[src/rtl/cart_bank_pkg.sv]
package cart_bank_pkg;

   typedef enum logic [1:0] {
      BANK_STD     = 2'd0,
      BANK_REDUCED = 2'd1,
      BANK_WIDE    = 2'd2
   } bank_mode_e;

   localparam int CPU_AW     = 16;
   localparam int PPU_AW     = 14;
   localparam int DATA_W     = 8;
   localparam int PRG_OFS_W  = 15;
   localparam int CHR_OFS_W  = 13;

   function automatic int prg_bw(bank_mode_e m);
      case (m)
         BANK_REDUCED: return 1;
         BANK_WIDE:    return 4;
         default:      return 2;
      endcase
   endfunction

   function automatic int chr_bw(bank_mode_e m);
      return (m == BANK_WIDE) ? 4 : 2;
   endfunction

   function automatic int prg_aw(bank_mode_e m);
      return PRG_OFS_W + prg_bw(m);
   endfunction

   function automatic int chr_aw(bank_mode_e m);
      return CHR_OFS_W + chr_bw(m);
   endfunction

endpackage

[src/rtl/cbk_window_decode.sv]
module cbk_window_decode #(
   parameter int WINDOW_SEL = 0
) (
   input  logic [2:0] addr_top,
   input  logic       cpu_wr,
   output logic       wr_hit,
   output logic       conflict
);

   logic in_win;

   generate
      if (WINDOW_SEL == 1) begin : g_low_win
         assign in_win = (addr_top == 3'b011);
      end else begin : g_high_win
         logic mid_unused;
         assign mid_unused = ^addr_top[1:0];
         assign in_win = addr_top[2];
      end
   endgenerate

   assign wr_hit   = cpu_wr & in_win;
   assign conflict = addr_top[2];

endmodule

[src/rtl/cbk_bank_latch.sv]
module cbk_bank_latch
   import cart_bank_pkg::*;
#(
   parameter bank_mode_e MODE = BANK_STD,
   localparam int PBW = prg_bw(MODE),
   localparam int CBW = chr_bw(MODE)
) (
   input  logic              clk,
   input  logic              rst_n,
   input  logic              wr_hit,
   input  logic              conflict,
   input  logic [DATA_W-1:0] wdata,
   input  logic [DATA_W-1:0] rdata,
   output logic [PBW-1:0]    prg_bank,
   output logic [CBW-1:0]    chr_bank
);

   logic [DATA_W-1:0] eff;
   logic [PBW-1:0]    nxt_prg;
   logic [CBW-1:0]    nxt_chr;

   assign eff = conflict ? (wdata & rdata) : wdata;

   generate
      if (MODE == BANK_WIDE) begin : g_wide
         assign nxt_prg = eff[7:4];
         assign nxt_chr = eff[3:0];
      end else if (MODE == BANK_REDUCED) begin : g_reduced
         logic drop_unused;
         assign drop_unused = ^{eff[7:5], eff[3:2]};
         assign nxt_prg = eff[4];
         assign nxt_chr = eff[1:0];
      end else begin : g_std
         logic drop_unused;
         assign drop_unused = ^{eff[7:6], eff[3:2]};
         assign nxt_prg = eff[5:4];
         assign nxt_chr = eff[1:0];
      end
   endgenerate

   always_ff @(posedge clk or negedge rst_n) begin
      if (!rst_n) begin
         prg_bank <= '0;
         chr_bank <= '0;
      end else if (wr_hit) begin
         prg_bank <= nxt_prg;
         chr_bank <= nxt_chr;
      end
   end

   AST_MISS_HOLDS: assert property (@(posedge clk) disable iff (!rst_n)
      !wr_hit |=> ($stable(prg_bank) && $stable(chr_bank)));

   AST_ZERO_ROM_CLEARS: assert property (@(posedge clk) disable iff (!rst_n)
      (wr_hit && conflict && rdata == '0) |=> (prg_bank == '0 && chr_bank == '0));

endmodule

[src/rtl/cbk_addr_map.sv]
module cbk_addr_map
   import cart_bank_pkg::*;
#(
   parameter bank_mode_e MODE = BANK_STD,
   localparam int PBW = prg_bw(MODE),
   localparam int CBW = chr_bw(MODE),
   localparam int PAW = prg_aw(MODE),
   localparam int CAW = chr_aw(MODE)
) (
   input  logic [PBW-1:0]    prg_bank,
   input  logic [CBW-1:0]    chr_bank,
   input  logic [CPU_AW-1:0] cpu_addr,
   input  logic              cpu_rd,
   input  logic [PPU_AW-1:0] ppu_addr,
   input  logic              ppu_rd,
   output logic [PAW-1:0]    prg_rom_addr,
   output logic              prg_rom_ce,
   output logic [CAW-1:0]    chr_rom_addr,
   output logic              chr_rom_ce
);

   assign prg_rom_addr = {prg_bank, cpu_addr[PRG_OFS_W-1:0]};
   assign chr_rom_addr = {chr_bank, ppu_addr[CHR_OFS_W-1:0]};
   assign prg_rom_ce   = cpu_rd & cpu_addr[CPU_AW-1];
   assign chr_rom_ce   = ppu_rd & ~ppu_addr[PPU_AW-1];

endmodule

[src/rtl/cbk_nt_mirror.sv]
module cbk_nt_mirror (
   input  logic [1:0] ppu_a11_a10,
   input  logic       mirror_vert,
   output logic       nt_sel
);

   assign nt_sel = mirror_vert ? ppu_a11_a10[0] : ppu_a11_a10[1];

endmodule

[src/rtl/cart_bank_ctrl.sv]
module cart_bank_ctrl
   import cart_bank_pkg::*;
#(
   parameter bank_mode_e MODE = BANK_STD,
   parameter int WINDOW_SEL = 0,
   localparam int PBW = prg_bw(MODE),
   localparam int CBW = chr_bw(MODE),
   localparam int PAW = prg_aw(MODE),
   localparam int CAW = chr_aw(MODE)
) (
   input  logic              clk,
   input  logic              rst_n,
   input  logic              mirror_vert,
   input  logic [CPU_AW-1:0] cpu_addr,
   input  logic [DATA_W-1:0] cpu_wdata,
   input  logic              cpu_wr,
   input  logic              cpu_rd,
   input  logic [DATA_W-1:0] rom_rdata,
   input  logic [PPU_AW-1:0] ppu_addr,
   input  logic              ppu_rd,
   output logic [PAW-1:0]    prg_rom_addr,
   output logic              prg_rom_ce,
   output logic [CAW-1:0]    chr_rom_addr,
   output logic              chr_rom_ce,
   output logic              nt_sel
);

   generate
      if (WINDOW_SEL != 0 && WINDOW_SEL != 1) begin : g_bad_window
         $error("cart_bank_ctrl: WINDOW_SEL must be 0 or 1");
      end
      if (PBW + CBW > DATA_W) begin : g_bad_split
         $error("cart_bank_ctrl: bank fields exceed the latch width");
      end
   endgenerate

   logic           wr_hit;
   logic           conflict;
   logic [PBW-1:0] prg_bank;
   logic [CBW-1:0] chr_bank;

   cbk_window_decode #(.WINDOW_SEL(WINDOW_SEL)) u_decode (
      .addr_top (cpu_addr[CPU_AW-1 -: 3]),
      .cpu_wr   (cpu_wr),
      .wr_hit   (wr_hit),
      .conflict (conflict)
   );

   cbk_bank_latch #(.MODE(MODE)) u_latch (
      .clk      (clk),
      .rst_n    (rst_n),
      .wr_hit   (wr_hit),
      .conflict (conflict),
      .wdata    (cpu_wdata),
      .rdata    (rom_rdata),
      .prg_bank (prg_bank),
      .chr_bank (chr_bank)
   );

   cbk_addr_map #(.MODE(MODE)) u_map (
      .prg_bank     (prg_bank),
      .chr_bank     (chr_bank),
      .cpu_addr     (cpu_addr),
      .cpu_rd       (cpu_rd),
      .ppu_addr     (ppu_addr),
      .ppu_rd       (ppu_rd),
      .prg_rom_addr (prg_rom_addr),
      .prg_rom_ce   (prg_rom_ce),
      .chr_rom_addr (chr_rom_addr),
      .chr_rom_ce   (chr_rom_ce)
   );

   cbk_nt_mirror u_mirror (
      .ppu_a11_a10 (ppu_addr[11:10]),
      .mirror_vert (mirror_vert),
      .nt_sel      (nt_sel)
   );

   AST_READ_HOLDS: assert property (@(posedge clk) disable iff (!rst_n)
      (cpu_rd && !cpu_wr) |=> ($stable(prg_bank) && $stable(chr_bank)));

   AST_PRG_OFFSET: assert property (@(posedge clk) disable iff (!rst_n)
      prg_rom_addr[PRG_OFS_W-1:0] == cpu_addr[PRG_OFS_W-1:0]);

   AST_CHR_OFFSET: assert property (@(posedge clk) disable iff (!rst_n)
      chr_rom_addr[CHR_OFS_W-1:0] == ppu_addr[CHR_OFS_W-1:0]);

endmodule

[config.mk]
export PLATFORM = sky130hd
export DESIGN_NAME = cart_bank_ctrl
export DESIGN_NICKNAME = d
export VERILOG_FILES = /design/src/rtl/cart_bank_pkg.sv /design/src/rtl/cbk_window_decode.sv /design/src/rtl/cbk_bank_latch.sv /design/src/rtl/cbk_addr_map.sv /design/src/rtl/cbk_nt_mirror.sv /design/src/rtl/cart_bank_ctrl.sv
export SDC_FILE = /design/constraint.sdc
export NUM_CORES = 1
export LEC_CHECK = 0
export ABC_AREA = 1
export ABC_CLOCK_PERIOD_IN_PS = 1000
export BUFFER_PORTS_ARGS = -buffer_cell sky130_fd_sc_hd__buf_2
export CAP_MARGIN = 20
export CORE_MARGIN = 1
export CORE_UTILIZATION = 24
export DETAILED_ROUTE_END_ITERATION = 16
export MAX_ROUTING_LAYER = met4
export PLACE_DENSITY = 0.93
export SETUP_SLACK_MARGIN = 0.5
export SYNTH_ARGS = -nofsm -noshare
export SYNTH_HDL_FRONTEND = slang
export SYNTH_SLANG_ARGS = --single-unit
[constraint.sdc]
create_clock -name clk -period 1 [get_ports clk]
set_clock_uncertainty 0.1 [all_clocks]
set_input_delay 0.15 -clock clk [delete_from_list [all_inputs] [get_ports clk]]
set_output_delay 0.15 -clock clk [all_outputs]
set_load 0.01 [all_outputs]
Word level (Yosys, flattened, before mapping)
Cells that the tools add are included.
{"block": "totals", "elab_cells": 9, "reg_bits": 4, "output_inout_bits": 35, "inputBits": 52}
{"block": "op_classes", "n_bitwise": 5, "n_mux": 2}
{"cell": "6-bit bitwise AND", "n": 1}
{"cell": "6-bit 2-to-1 mux", "n": 1}
{"cell": "1-bit bitwise AND", "n": 3}
{"cell": "1-bit 2-to-1 mux", "n": 1}
{"cell": "1-bit NOT", "n": 1}

Logic depth before layout (Yosys ltp)
{"block": "logic_depth", "depth_word": 2, "mapped_depth": 3, "depth_no_buf": 3}

Modules after synthesis
Synthesis repeated with hierarchy kept, for this count alone.
{"block": "unflattened", "hier_cells": 76, "hier_area_um2": 496.7}
{"module": "cbk_addr_map", "area_each_um2": 257.7, "cells_each": 36, "n_inst": 1}
{"module": "cbk_bank_latch", "area_each_um2": 209.0, "cells_each": 33, "n_inst": 1}
{"module": "cbk_nt_mirror", "area_each_um2": 15.0, "cells_each": 4, "n_inst": 1}
{"module": "cbk_window_decode", "area_each_um2": 15.0, "cells_each": 3, "n_inst": 1}

Worst setup path after synthesis
OpenSTA, ideal clock, no wires.
{"block": "synth_path", "path_kind": "register to register", "startpoint": "register, netlist name u_latch.chr_bank[0]", "endpoint": "register u_latch.chr_bank[0]", "setup_time_ns": 0.123, "path_buffers": 0, "period_less_slack_ns": 0.729, "path_stages_with_launch": 3, "arrival_time_ns": 0.506, "slack_ns": 0.271, "cell_sequence": "dfrtp_1 nand2_1 o21ai_1"}
{"element": "end signal, assigned", "line_no": "cbk_bank_latch.sv:47", "source": "chr_bank <= nxt_chr;"}
{"element": "end, declared", "line_no": "cbk_bank_latch.sv:15", "source": "output logic [CBW-1:0] chr_bank"}

Worst setup path after layout
{"block": "layout_path", "startpoint": "register u_latch.prg_bank[1]", "endpoint": "output prg_rom_addr[16]"}
{"element": "start, declared", "line_no": "cbk_bank_latch.sv:14", "source": "output logic [PBW-1:0] prg_bank,"}
{"element": "start signal, assigned", "line_no": "cbk_bank_latch.sv:46", "source": "prg_bank <= nxt_prg;"}
{"element": "end, declared", "line_no": "cart_bank_ctrl.sv:21", "source": "output logic [PAW-1:0] prg_rom_addr,"}
No word-level cell between the ends.

==> results.md <==
* Pint at roughly 440 uW
* I/O pins at 87
* Vias in the first global route at between 300 and 400
* Initial antenna violation count at 0
* Initial drt markers at 1
* Crit path max fanout at 2
* Die Span X at between 40 and 50 um
* P&R area growth vs syn at 43.2%
* Final wirelength at slightly above 900 um
* Outcome: finished clean
* Number of remaining DRC errors at 0
* Fin crit period at about 0.99 ns
* Sequential area share after synthesis at 0.254
* First-pass GRT wire length at between 1000 and 1500 um
* Hold Crit Endpoint: u_latch.prg_bank[1]
* Syn Inst Count at 52
* Synth Cell Area at 394 um2
* Routability congestion estimate at around 0.6
* Flop pwr share at 0.307
* Number of clock buffers inserted by TritonCTS at 3
* Worst setup EP type: output port
* Max Root-Sink Buffers at 2
* WP buf/inv at 1
* Tcrit/Tclk final at 0.988
* Max incr delay on CP at around 0.37 ns
* Syn avg cell area at roughly 7.6 um2
* Die span in y at about 43 um
* Leakage at between 0.2 and 0.3 nW
* Sw Pwr at between 150 and 200 uW
* Synth top area cells: buf_4 53%, dfrtp_1 25%, nand2_1 9.5%
* Clk pin slew, worst setup/hold paths at approximately 0.040 ns
* Utilization after layout at 0.370
* Post-synth cell types at 8
* Worst min path class: input port to register
* Antenna Cells at 0
* Worst EP arrival at about 0.74 ns
* Share of the synthesized area in the top cell type at 0.533
* Reg2reg end: u_latch.chr_bank[0]
* Antenna viol nets, final at 0
* Register area at between 100 and 150 um2
* Hold Startpoint: rom_rdata[5]
* Clk pwr share at 0.336
* Post-Place Setup Slack at approximately 0.14 ns
* Post-Place Cell Area at ~380 um2
* RSZ-0062 raised after global routing: true
* Comb power frac at 0.357
* Setup Viol. Count Final at 0
* CTS tree: built
* Switching portion of total power at 0.267
* Via count at approximately 320
* Row count at 14
* CP cell instances: buf_2
* Smallest hold slack at about 0.048 ns
* Total power at roughly 610 uW
* Layout Nets at around 110
* Htree depth at 1
* Core footprint at roughly 1500 um2
* Peak supply drop at 356 uV
* Critical path's top delay family: flip-flops
* CP required at between 0.7 and 0.8 ns
* Root buf cell: clkbuf_4
* Class of the most critical setup path: register to output port
* Final count of hold timing violations at 0
* Critical Path Start Type: register
* Worst r2r path cells at 3
* Relative slew slack at 0.877
* Warnings from Yosys at 0
* Vias per cell at about 4.3
* Fmax at between 1 and 1.5 GHz
* Synth area leader: buf_4
* Filler Cells Inserted at roughly 160
* Post-DP HPWL at 707 um
* Reg-to-Reg Start: u_latch.chr_bank[0]
* Total Neg Setup Slack at 0 ns
* Die Footprint at approximately 1800 um2
* Port bufs at 26
* Final std cells w/o fill at between 70 and 80
* GRT Util Overall at 0.109
* Largest net degree at the start of global routing at 9
* Multi-input gate area at roughly 110 um2
* Crit-path slowest cell: dfrtp_1
* Power per Cell Area at between 1000 and 1500 nW/um2
* Max_cap viols at 0
* Final Max Tran Viols at 0
* Share of layout cells above drive strength 1 at 0.780
* R2R Setup Slk at roughly 0.18 ns
* WHS Path Cells at 3
* # placed instances at 66
* Syn_nets at around 100
* Starting Density at 0.259
* Clk Latency, worst-skew pair at ~0.23 ns
* #FFs+latches synth at 4
* Final WS setup at 0.0117 ns
* Wirelength per Cell at roughly 12 um
* Worst-margin pin slew at 0.184 ns
* Finished Cell Area at roughly 560 um2
* DRT Pass-1 Iters at 2
* Gr ovfl total at 0
* Clk sinks at 4
power groups by stage:
stage | combinational, mW | sequential [mW] | clock, mW
3_3_place_gp | 0.128 | 0.189 | 0
3_5_place_dp | 0.131 | 0.191 | 0
2_1_floorplan | 0.194 | 0.198 | 0
6_report | 0.216 | 0.186 | 0.204
4_1_cts | 0.199 | 0.186 | 0.208
5_1_grt | 0.234 | 0.188 | 0.216
state kept, by name (all words and copies together), names as in the netlist:
| register | flops |
|---|---|
| u_latch.chr_bank | 2 |
| u_latch.prg_bank | 2 |
cells by family (layout without fill, tap and decap cells):
| group | count (synthesis) | after routing | synth area share |
|---|---|---|---|
| buf+inv | 31 | 38 | 0.562 |
| simple gates | 12 | 12 | 0.121 |
| compound gates | 5 | 5 | 0.0635 |
| flops | 4 | 4 | 0.254 |
area by class of cell:
cell class,count,area share
multi-input cells,17,0.202
flip-flops and latches,4,0.177
well taps,16,0.0355
repair buffers,32,0.490
inverters,3,0.0554
clock buffers,3,0.0399
Yosys cell counts:
| library cell | n |
|---|---|
| o21ai_1 | 4 |
| nand2_1 | 10 |
| dfrtp_1 | 4 |
| buf_4 | 28 |
| nor2_1 | 1 |
| inv_1 | 3 |
| nand2_2 | 1 |
| o21ai_0 | 1 |
per-layer routing:
metal | routed length, um | GRT usage
met1 | 260 | 0.0833
met2 | 496 | 0.169
met3 | 133 | 0.0733
met4 | 44 | 0.100
met5 | 0 | -
how the worst max path moves through the flow:
| stage | startpoint | endpoint | cells past startpoint |
|---|---|---|---|
| final | u_latch.prg_bank[1] | prg_rom_addr[16] | 1 |
| after global routing | u_latch.prg_bank[0] | prg_rom_addr[15] | 1 |
| after CTS | u_latch.prg_bank[0] | prg_rom_addr[15] | 1 |
| after detailed placement | ppu_addr[11] | nt_sel | 4 |
| after global placement | ppu_addr[11] | nt_sel | 4 |
| after floorplan | u_latch.chr_bank[0] | u_latch.chr_bank[0] | 2 |
cell usage in the layout, fill, tap and decap left out, drive strengths merged:
master,netlist,routed
inv,3,3
nor2,1,1
buf,28,31
o21ai,5,5
dlygate4sd3,0,1
clkbuf,0,3
dfrtp,4,4
nand2,11,11
what timing repair did:
item	in CTS	in global routing
resized for setup	19	8
endpoints found under the hold margin	4	0
hold buffers	1	0
endpoints found under the setup margin	13	13
pin swaps	4	1
buffers inserted	5	0
(Power assumes the default switching activity.)
